**config.mk**
```make
export PLATFORM = sky130hd
export DESIGN_NAME = lbist_run_ctrl
export DESIGN_NICKNAME = d
export VERILOG_FILES = /design/src/rtl/lbist_rx_pkg.sv /design/src/rtl/lbist_run_ctrl.sv
export SDC_FILE = /design/constraint.sdc
export NUM_CORES = 1
export LEC_CHECK = 0
export BUFFER_PORTS_ARGS = -buffer_cell sky130_fd_sc_hd__buf_4
export CAP_MARGIN = 5
export CELL_PAD_IN_SITES_DETAIL_PLACEMENT = 1
export CELL_PAD_IN_SITES_GLOBAL_PLACEMENT = 1
export CORE_MARGIN = 4
export CORE_UTILIZATION = 40
export CTS_BUF_LIST = sky130_fd_sc_hd__clkbuf_8 sky130_fd_sc_hd__clkbuf_16
export CTS_CLUSTER_DIAMETER = 200
export DETAILED_ROUTE_END_ITERATION = 16
export GPL_TIMING_DRIVEN = 1
export HOLD_SLACK_MARGIN = 0.05
export PLACE_DENSITY = 0.73
export SLEW_MARGIN = 20
export SYNTH_ARGS = -nofsm -noshare
export SYNTH_HDL_FRONTEND = slang
export SYNTH_SLANG_ARGS = --single-unit
```
**constraint.sdc**
```tcl
create_clock -name clk_i -period 2 [get_ports clk_i]
set_clock_uncertainty 0.15 [all_clocks]
set_input_delay 0.1 -clock clk_i [delete_from_list [all_inputs] [get_ports clk_i]]
set_output_delay 0.1 -clock clk_i [all_outputs]
set_load 0.02 [all_outputs]
```
**src/rtl/lbist_rx_pkg.sv**
```systemverilog
package lbist_rx_pkg;
  localparam int PRBS_LEN   = 15;
  localparam int PRBS_TAP_A = 14;
  localparam int PRBS_TAP_B = 15;

  typedef enum logic [1:0] {
    ST_IDLE = 2'd0,
    ST_SEED = 2'd1,
    ST_RUN  = 2'd2,
    ST_DONE = 2'd3
  } chk_state_e;
endpackage

```
**src/rtl/lbist_run_ctrl.sv**
```systemverilog
module lbist_run_ctrl
  import lbist_rx_pkg::*;
#(
  parameter int WORD_W       = 10,
  parameter int RUN_LEN_LOG2 = 21,
  parameter int ERR_W        = 8,
  parameter int MAX_ERR      = 2
) (
  input  logic             clk_i,
  input  logic             rst_ni,
  input  logic             arm_i,
  input  logic             rx_valid_i,
  input  logic [ERR_W-1:0] err_next_i,
  output logic             seed_en_o,
  output logic             step_en_o,
  output logic             first_o,
  output logic             waiting_o,
  output logic             done_o,
  output logic             pass_o
);
  localparam int SEED_WORDS = (PRBS_LEN + WORD_W - 1) / WORD_W;
  localparam int SIDX_W     = (SEED_WORDS > 1) ? $clog2(SEED_WORDS) : 1;
  localparam logic [SIDX_W-1:0]       SEED_LAST = SIDX_W'(SEED_WORDS - 1);
  localparam logic [RUN_LEN_LOG2-1:0] RUN_LAST  = {RUN_LEN_LOG2{1'b1}};

  chk_state_e              state_q;
  logic [SIDX_W-1:0]       sidx_q;
  logic [RUN_LEN_LOG2-1:0] wcnt_q;
  logic                    done_q, pass_q;

  assign seed_en_o = !arm_i && rx_valid_i && (state_q == ST_SEED);
  assign step_en_o = !arm_i && rx_valid_i && (state_q == ST_RUN);
  assign waiting_o = (state_q == ST_SEED) && (sidx_q == '0);
  assign first_o   = seed_en_o && (sidx_q == '0);

  always_ff @(posedge clk_i or negedge rst_ni) begin
    if (!rst_ni) begin
      state_q <= ST_IDLE;
      sidx_q  <= '0;
      wcnt_q  <= '0;
      done_q  <= 1'b0;
      pass_q  <= 1'b0;
    end else if (arm_i) begin
      state_q <= ST_SEED;
      sidx_q  <= '0;
      wcnt_q  <= '0;
      done_q  <= 1'b0;
      pass_q  <= 1'b0;
    end else begin
      unique case (state_q)
        ST_SEED: if (rx_valid_i) begin
          if (sidx_q == SEED_LAST) state_q <= ST_RUN;
          else                     sidx_q  <= sidx_q + 1'b1;
        end
        ST_RUN: if (rx_valid_i) begin
          if (wcnt_q == RUN_LAST) begin
            state_q <= ST_DONE;
            done_q  <= 1'b1;
            pass_q  <= (err_next_i <= ERR_W'(MAX_ERR));
          end else begin
            wcnt_q <= wcnt_q + 1'b1;
          end
        end
        default: ;
      endcase
    end
  end

  assign done_o = done_q;
  assign pass_o = pass_q;
endmodule

```
==> impl_metrics.json, run 1 <==
{
  "antenna_found_initial": 0,
  "synth_top_family_by_area": "simple AND/OR/NAND/NOR gates",
  "critical_path_class": "flop to flop",
  "drive_gt1_share_pct": 29.4,
  "synth_seq_cells": 26,
  "dr.pass1.iters": 4,
  "synth.distinct_cells": 45,
  "grt_usage_pct": 18.9,
  "cp.arrival_ps": 1930,
  "synthMostInstantiatedCell": "dfrtp_1",
  "n_antenna_cell": 0,
  "crit_slowest_cell": "dfrtp_1",
  "first_global_vias": 1606,
  "routed_wl_um": 4650,
  "clkTransAtPathRegs_ps": 90,
  "drt_iter0_drc": 82,
  "drv_slew": 0,
  "cp_data_required_time_ps": 2010,
  "die_w_um": 71.5,
  "p_leak_nw": 0.884,
  "slew_headroom_pct": 72.1,
  "ant_nets": 0,
  "rsz0062_at_grt": "false",
  "placed_area_um2": 1820,
  "vias_per_cell": 5.84,
  "io_buffers": 17,
  "place.gp.congestion": 0.787,
  "synth_fa_ha_area_share_pct": 0.776,
  "wire_per_inst_um": 18.7,
  "die_area_um2": 5110,
  "powerDensity_nw_per_um2": 482,
  "start_util_pct": 42.8,
  "finalNetCount": 216,
  "yosysWarnings": 0,
  "startpoint_type": "flop",
  "crit_path_max_fanout": 6,
  "syn_area_per_cell_um2": 9.72,
  "fin_crit_ps": 1920,
  "via_count": 1453,
  "r2r_slack_ps": 80,
  "num_rows": 22,
  "cts_tree": "built",
  "grt_pass1_wl_um": 7740,
  "netlist_area_um2": 1610,
  "netlist_top_cells_area": "dfrtp_1, mux2_2, nand4_1, nand3_1, nand2_1",
  "setup_viol": 0,
  "synth_simple_gate_area_share_pct": 31.5,
  "synth_area_leader_cell": "dfrtp_1",
  "root_buffer": "clkbuf_8",
  "synth-async-reset-ratio_pct": 100,
  "clock_path_buffers": 2,
  "slowest_delay_ps": 470,
  "fmax_ghz": 0.521,
  "yosys-top-cells-count": "dfrtp_1, nand2_1, nand3_1, nor2_1",
  "die_h_um": 71.5,
  "drc": 0,
  "finalHoldViolations": 0,
  "tightestPinTransition_ps": 415,
  "syn_inst": 166,
  "io_pins": 18,
  "dp_hpwl_um": 3230,
  "area_delta_synth_final_pct": 25.7,
  "synthFlopType": "dfrtp_1",
  "synth_top_area_share_pct": 40.3,
  "end_kind": "flop",
  "peakVddDrop_mv": 0.261,
  "synthMuxAreaShare_pct": 6.83,
  "drv_cap": 0,
  "min_path_type": "input port to asynchronous set/reset pin",
  "crit_path_cell_trace": "nand3_2 -> or3_1 -> a211oi_4 -> mux2_1",
  "synthXorXnorAreaFrac_pct": 2.72,
  "yosysSeqAreaShare_pct": 40.3,
  "core-area_um2": 3770,
  "outcome": "complete, no violations",
  "ctsHtreeMaxLevel": 1,
  "period_share_pct": 96.0,
  "clock_latency_ps": 280,
  "design_area_um2": 2030,
  "fin_setup_tns_ps": 0,
  "cts_sinks": 26,
  "syn-num-nets": 179,
  "synth_edf_count": 0,
  "rr_worst_depth": 4,
  "grt_overflow": 0,
  "grt_max_degree": 27,
  "numCtsBuffers": 3,
  "synth_compound_area_share_pct": 12.0
}
timing repair:
| action | CTS | global route |
|---|---|---|
| pin swaps | 0 | 1 |
| buffers inserted | 0 | 2 |
| setup endpoints to repair | 3 | 16 |
| hold endpoints to repair | 31 | 0 |
| gates resized for setup | 1 | 10 |
| hold buffers | 10 | 0 |
cell type report:
type	count	area, um^2
Timing Repair Buffer	40	325
Sequential cell	26	651
Multi-Input combinational cell	125	920
Fill cell	437	1740
Clock buffer	3	41.3
Tap cell	48	60.1
Inverter	7	30.0
per-stage QoR:
stage / util (%) / power (mW) / setup WS [ps] / hold slack [ps] / cells
after global placement: 48.1 / 0.660 / 105 / -116 / 234
after floorplan: - / 0.606 / 52.3 / -346 / 166
after CTS: 52.0 / 0.996 / -26.7 / 123 / 247
after detailed placement: 48.1 / 0.666 / -12.2 / -111 / 234
final: 53.7 / 0.977 / 79.1 / 114 / 249
after global routing: 53.7 / 1.03 / 23.0 / 153 / 249
power by group:
| part | switching, mW | total [mW] | internal [mW] |
|---|---|---|---|
| clock network | 0.171 | 0.307 | 0.136 |
| logic | 0.0685 | 0.129 | 0.0601 |
| registers | 0.00826 | 0.542 | 0.534 |
| total | 0.248 | 0.977 | 0.729 |
worst max-delay path: cells and delay by family, from the launching register on:
| kind | cells | cell delay, ps |
|---|---|---|
| AOI/OAI and AO/OA | 1 | 260 |
| DFF | 1 | 470 |
| muxes | 1 | 340 |
| and+or+nand+nor | 2 | 580 |
flip-flops by register name, summed over array words and instances, names as in the netlist:
signal   flops
done_o       1
pass_o       1
sidx_q       1
state_q      2
wcnt_q      21
cell usage in the layout (no fill, tap or decap), types with 2 or more instances in the layout:
cell type      netlist  routed
a211oi_4             0       2
a21oi_1              9       7
a21oi_2              0       2
and3_1               2       2
and4_1               2       2
and4_4               2       2
buf_4                2      30
clkbuf_8             0       3
dfrtp_1             26      26
dlygate4sd3_1        0      10
inv_1                6       6
mux2_1               2       2
mux2_2               6       6
mux2i_1              2       2
nand2_1             14      14
nand3_1             11       9
nand3_2              0       2
nand3b_1             2       2
nand4_1              9       9
nor2_1              11      10
nor2b_1              8       8
nor3b_1              3       2
nor4_1               4       3
o211ai_1             3       3
o21ai_0              6       6
or4_1                3       3
xor2_1               4       4
cells by family (layout without fill, tap and decap cells):
kind of cell,count (synthesis),count (layout)
multiplexers,10,10
buffers and inverters,15,50
AO/OA/AOI/OAI,29,29
adder cells (fa/ha/maj),1,1
XOR/XNOR,5,5
AND/OR/NAND/NOR,80,80
flip-flops,26,26
worst paths after layout:
kind / endpoint / start
max: wcnt_q[19] / wcnt_q[12]
min in group clk_i: done_o / done_o
max reg2reg: wcnt_q[19] / wcnt_q[12]
max in group asynchronous: done_o / rst_ni
min reg2reg: done_o / done_o
min: wcnt_q[9] / rst_ni
per-layer routing:
metal	global-route usage [%]	vias up	routed length, um
li1	-	683	-
met1	24.0	746	2100
met2	33.0	20	2380
met3	2.81	4	129
met4	5.64	0	36
met5	0	-	0
Power figures use the tool's default switching activity.
==> run 2, diff against run 1 <==
--- a/config.mk
+++ b/config.mk
@@ -10,13 +10,13 @@
 export CELL_PAD_IN_SITES_DETAIL_PLACEMENT = 1
 export CELL_PAD_IN_SITES_GLOBAL_PLACEMENT = 1
 export CORE_MARGIN = 4
-export CORE_UTILIZATION = 40
+export CORE_UTILIZATION = 45
 export CTS_BUF_LIST = sky130_fd_sc_hd__clkbuf_8 sky130_fd_sc_hd__clkbuf_16
 export CTS_CLUSTER_DIAMETER = 200
 export DETAILED_ROUTE_END_ITERATION = 16
 export GPL_TIMING_DRIVEN = 1
 export HOLD_SLACK_MARGIN = 0.05
-export PLACE_DENSITY = 0.73
+export PLACE_DENSITY = 0.78
 export SLEW_MARGIN = 20
 export SYNTH_ARGS = -nofsm -noshare
 export SYNTH_HDL_FRONTEND = slang
==> constraint.sdc (replaced) <==
create_clock -name clk_i -period 2.04 [get_ports clk_i]
set_clock_uncertainty 0.15 [all_clocks]
set_input_delay 0.102 -clock clk_i [delete_from_list [all_inputs] [get_ports clk_i]]
set_output_delay 0.102 -clock clk_i [all_outputs]
set_load 0.02 [all_outputs]
==> run 2 against run 1 <==
Cell area down 2.2%. First-iteration DRC count shrank 30%. Flip-flop and latch count unchanged. Wire length decreased by 1.6%. Sequential power shrank 2%.
==> impl_metrics.json, run 2 (synthesis gave the netlist of run 1 again) <==
{
  "antenna_found_initial": 0,
  "design_area_um2": 1980,
  "drv_slew": 0,
  "period_share_pct": 97.4,
  "slowest_delay_ps": 550,
  "p_int_mw": 0.755,
  "finalHoldViolations": 0,
  "routed_wl_um": 4570,
  "die_w_um": 67.9,
  "outcome": "complete, no violations",
  "pwr-share-seq_pct": 52.9,
  "cts_sinks": 26,
  "core-area_um2": 3390,
  "fin_crit_ps": 1990,
  "ant_nets": 0,
  "fin_util_pct": 58.5,
  "start_util_pct": 47.6,
  "crit_path_cell_trace": "ha_2 -> and4_4 -> nand3_4 -> or4_1 -> a21oi_2",
  "place.gp.congestion": 0.810,
  "placed_area_um2": 1780,
  "numCtsBuffers": 3,
  "drv_cap": 0,
  "grt_usage_pct": 22.4,
  "power_frac_comb_pct": 12.6,
  "die_area_um2": 4610,
  "pwr-share-clk_pct": 34.6,
  "io_buffers": 17,
  "top_regs": "wcnt_q (21), state_q (2)",
  "regMostFlops": "wcnt_q",
  "min_path_type": "input port to asynchronous set/reset pin",
  "drc": 0,
  "clkTransAtPathRegs_ps": 100,
  "first_global_vias": 1527,
  "area_delta_synth_final_pct": 23.0,
  "setup_viol": 0,
  "n_antenna_cell": 0,
  "peakVddDrop_mv": 0.337,
  "dp_hpwl_um": 3110,
  "end_kind": "flop",
  "root_buffer": "clkbuf_8",
  "largest_register_ffs": 21,
  "drive_gt1_share_pct": 27.9,
  "layout_setup_ws_ps": 53.4,
  "p_leak_nw": 0.858,
  "grt_overflow": 0,
  "io_pins": 18,
  "swShare_pct": 25.0,
  "powerDensity_nw_per_um2": 507,
  "clock_latency_ps": 270,
  "clock_path_buffers": 2,
  "num-fill-cells": 388,
  "multi_input_area_um2": 901,
  "place_worst_setup_slack_ps": 16.7,
  "crit_path_max_fanout": 7,
  "slew_headroom_pct": 71.5,
  "fmax_ghz": 0.503,
  "dr.pass1.iters": 4,
  "critical_path_class": "flop to flop",
  "finalNetCount": 211,
  "cts_tree": "built",
  "cp_data_required_time_ps": 2100,
  "grt_pass1_wl_um": 7670,
  "crit_slowest_cell": "or4_1",
  "cp.arrival_ps": 2050,
  "wire_per_inst_um": 18.8,
  "startpoint_type": "flop",
  "via_count": 1443,
  "regArea_um2": 652,
  "final_cell_mix": "dfrtp_1, buf_4, nand2_1",
  "num_rows": 21,
  "drt_iter0_drc": 57,
  "tightestPinTransition_ps": 424,
  "ctsHtreeMaxLevel": 1,
  "vias_per_cell": 5.94,
  "die_h_um": 67.9,
  "grt_max_degree": 27,
  "p_sw_mw": 0.251,
  "critPathTopFamily": "simple AND/OR/NAND/NOR gates",
  "crit_buf_inv": 0
}
-- run 2: per-stage QoR --
step,hold WS [ps],std cells,TNS [ps],total power [mW]
after floorplan,-344,166,0,0.594
after global placement,-117,228,0,0.645
after detailed placement,-108,228,0,0.649
after CTS,127,242,0,1.01
after global routing,156,243,-12.1,1.04
final,114,243,0,1.01
-- run 2: worst register-to-register path, cell delays in order, from the launching register on --
cell     delay (ps)
dfrtp_1         440
ha_2            240
and4_4          270
nand3_4         120
or4_1           550
a21oi_2         150
-- run 2: what timing repair did --
action / CTS / global route
buffers inserted: 0 / 1
setup endpoints to repair: 0 / 15
hold buffers: 10 / 0
hold endpoints to repair: 30 / 0
gates resized for setup: 0 / 9
-- run 2: power groups by stage --
stage	Clock (mW)	Combinational (mW)	Sequential, mW
global route	0.372	0.138	0.534
finish	0.348	0.126	0.532
floorplan	0	0.0518	0.542
detailed placement	0	0.108	0.542
CTS	0.358	0.123	0.532
global placement	0	0.105	0.541
-- run 2: cell type report --
cell class	count	area share, %
clock buffer	4	2.78
inverter	7	1.51
multi-input combinational	125	45.4
sequential	26	32.9
tap	46	2.90
timing repair buffer	35	14.5
-- run 2: path summary, 6_finish.rpt --
kind / end / slack, ps / start / depth (start not counted)
worst max-delay path: wcnt_q[12] / 50 / wcnt_q[0] / 5
worst min-delay path: wcnt_q[16] / 110 / rst_ni / 2
worst max register to register: wcnt_q[12] / 50 / wcnt_q[0] / 5
worst min register to register: wcnt_q[7] / 390 / wcnt_q[7] / 2
max in group asynchronous: wcnt_q[8] / 1350 / rst_ni / 2
min in group clk_i: wcnt_q[7] / 390 / wcnt_q[7] / 2
-- run 2: per-layer routing --
layer | vias to the layer above | GRT usage [%] | share of wire [%]
met1 | 735 | 29.5 | 44
met3 | 6 | 2.30 | 2.5
met5 | - | 0 | 0
li1 | 681 | - | -
met4 | 0 | 7.69 | 1.3
met2 | 21 | 38.3 | 52
==> run 3, diff against run 2 <==
--- a/config.mk
+++ b/config.mk
@@ -10,13 +10,13 @@
 export CELL_PAD_IN_SITES_DETAIL_PLACEMENT = 1
 export CELL_PAD_IN_SITES_GLOBAL_PLACEMENT = 1
 export CORE_MARGIN = 4
-export CORE_UTILIZATION = 45
+export CORE_UTILIZATION = 40
 export CTS_BUF_LIST = sky130_fd_sc_hd__clkbuf_8 sky130_fd_sc_hd__clkbuf_16
 export CTS_CLUSTER_DIAMETER = 200
 export DETAILED_ROUTE_END_ITERATION = 16
 export GPL_TIMING_DRIVEN = 1
 export HOLD_SLACK_MARGIN = 0.05
-export PLACE_DENSITY = 0.78
+export PLACE_DENSITY = 0.73
 export SLEW_MARGIN = 20
 export SYNTH_ARGS = -nofsm -noshare
 export SYNTH_HDL_FRONTEND = slang
==> constraint.sdc (replaced) <==
create_clock -name clk_i -period 1.77 [get_ports clk_i]
set_clock_uncertainty 0.15 [all_clocks]
set_input_delay 0.0885 -clock clk_i [delete_from_list [all_inputs] [get_ports clk_i]]
set_output_delay 0.0885 -clock clk_i [all_outputs]
set_load 0.02 [all_outputs]
==> run 3 against run 2 <==
Final cell count rose by 15%. The run now ends with negative setup slack left. Flip-flop and latch count did not move. Critical endpoint is now wcnt_q[17]. Clock power rose by 50%. Setup slack got worse by 190 ps.
==> impl_metrics.json, run 3 (synthesis gave the netlist of run 1 again) <==
{
  "grt_usage_pct": 21.9,
  "outcome": "complete, but fails checks",
  "p_int_mw": 0.982,
  "r2r_slack_ps": -140,
  "regMostFlops": "wcnt_q",
  "place_worst_setup_slack_ps": -89.4,
  "drv_cap": 0,
  "wire_per_inst_um": 21.4,
  "pwr-share-clk_pct": 40.2,
  "regToRegEndpoint": "wcnt_q[17]",
  "finalHoldViolations": 0,
  "r2r-start": "wcnt_q[9]",
  "io_buffers": 17,
  "tightestPinTransition_ps": 409,
  "period_share_pct": 108,
  "p_leak_nw": 1.06,
  "largest_register_ffs": 21,
  "setup_viol": 14,
  "num-fill-cells": 414,
  "holdWs_ps": 84.3,
  "die_w_um": 71.5,
  "powerDensity_nw_per_um2": 548,
  "via_count": 1656,
  "violations": "negative setup slack",
  "cts_sinks": 26,
  "end_kind": "flop",
  "final_cell_mix": "buf_4, dfrtp_1, nand2_1",
  "fin_cells": 280,
  "fmax_ghz": 0.524,
  "drc": 0,
  "top_regs": "wcnt_q (21), state_q (2)",
  "critical_path_class": "flop to flop",
  "dp_hpwl_um": 3560,
  "drive_gt1_share_pct": 42.7,
  "startpoint_type": "flop",
  "cp_data_required_time_ps": 1810,
  "grt_max_degree": 27,
  "die_h_um": 71.5,
  "swShare_pct": 24.4,
  "die_area_um2": 5110,
  "fin_util_pct": 62.8,
  "place.gp.congestion": 0.832,
  "rr_worst_depth": 7,
  "layout_setup_ws_ps": -139,
  "grt_pass1_wl_um": 8690,
  "cts_tree": "built",
  "p_sw_mw": 0.317,
  "pwr-share-seq_pct": 47.1,
  "area_delta_synth_final_pct": 46.9,
  "dr.pass1.iters": 4,
  "finalNetCount": 246,
  "n_antenna_cell": 0,
  "power_frac_comb_pct": 12.7,
  "drv_slew": 0,
  "rsz0062_at_grt": "true",
  "num_rows": 22,
  "start_util_pct": 42.8,
  "clock_path_buffers": 2,
  "crit_path_max_fanout": 4,
  "final_common_cell": "buf_4",
  "io_pins": 18,
  "clock_latency_ps": 290,
  "fin_setup_tns_ps": -1010,
  "numCtsBuffers": 3,
  "clkTransAtPathRegs_ps": 110,
  "design_area_um2": 2370,
  "fin_crit_ps": 1910,
  "drt_iter0_drc": 115,
  "routed_wl_um": 6000,
  "peakVddDrop_mv": 0.461,
  "place_inst": 255,
  "min_path_type": "input port to asynchronous set/reset pin",
  "ctsHtreeMaxLevel": 1,
  "grt_overflow": 0,
  "cp.arrival_ps": 1950,
  "root_buffer": "clkbuf_8",
  "slew_headroom_pct": 72.5,
  "p_total_mw": 1.30,
  "core-area_um2": 3770,
  "antenna_found_initial": 0,
  "placed_area_um2": 1980,
  "ant_nets": 0,
  "first_global_vias": 1759,
  "vias_per_cell": 5.91
}
## run 3: changes by cell type in the layout (fill, tap and decap cells not counted), moves of 2 or more
| cell | before | now |
|---|---|---|
| or4_4 | 0 | 2 |
| or4_1 | 3 | 1 |
| a21oi_4 | 0 | 3 |
| a21oi_1 | 7 | 5 |
| buf_6 | 0 | 4 |
| mux2_4 | 0 | 2 |
| and4_4 | 2 | 5 |
| buf_4 | 25 | 54 |
## run 3: final cells by class
cell class | count | area, um^2 | share of cell area [%]
multi-input cells | 126 | 1000 | 42.2
flip-flops and latches | 26 | 651 | 27.5
repair buffers | 69 | 561 | 23.7
well taps | 48 | 60.1 | 2.54
clock buffers | 3 | 41.3 | 1.74
clock inverters | 1 | 30.0 | 1.27
inverters | 7 | 26.3 | 1.11
## run 3: per-layer routing
layer / wire length, um / global-route usage [%] / share of wire [%]
met1: 2560 / 27.3 / 43
met2: 3040 / 37.6 / 51
met3: 177 / 2.95 / 3.0
met4: 224 / 9.81 / 3.7
met5: 0 / 0 / 0
## run 3: power groups by stage
stage	Clock, mW	Combinational (mW)	Sequential, mW
after floorplan	0	0.0597	0.625
after global placement	0	0.127	0.621
after detailed placement	0	0.134	0.622
after CTS	0.522	0.154	0.611
after global routing	0.549	0.180	0.612
final	0.522	0.165	0.612
## run 3: how the worst max path moves through the flow
stage               startpoint  slack, ps  cells past startpoint         end
finish               wcnt_q[9]       -140                      7  wcnt_q[17]
global route         wcnt_q[9]       -260                      5  wcnt_q[18]
CTS                  wcnt_q[0]        -80                      5  wcnt_q[12]
detailed placement   wcnt_q[0]        -90                      5  wcnt_q[14]
global placement     wcnt_q[0]        -30                      5  wcnt_q[14]
floorplan            wcnt_q[1]        -50                      6  wcnt_q[17]
## run 3: critical path, stage by stage (launching register included)
cell      delay, ps
dfrtp_1         440
buf_6           140
nand4_1         180
buf_4           170
nor2_4           40
buf_6           140
a211oi_4        240
mux2_4          320
## run 3: what timing repair did
action	in CTS	in global routing
pin swaps	2	9
gates cloned	0	1
buffers inserted	0	10
setup endpoints to repair	19	23
gates resized for setup	7	23
endpoints found under the hold margin	30	0
hold buffers	11	0
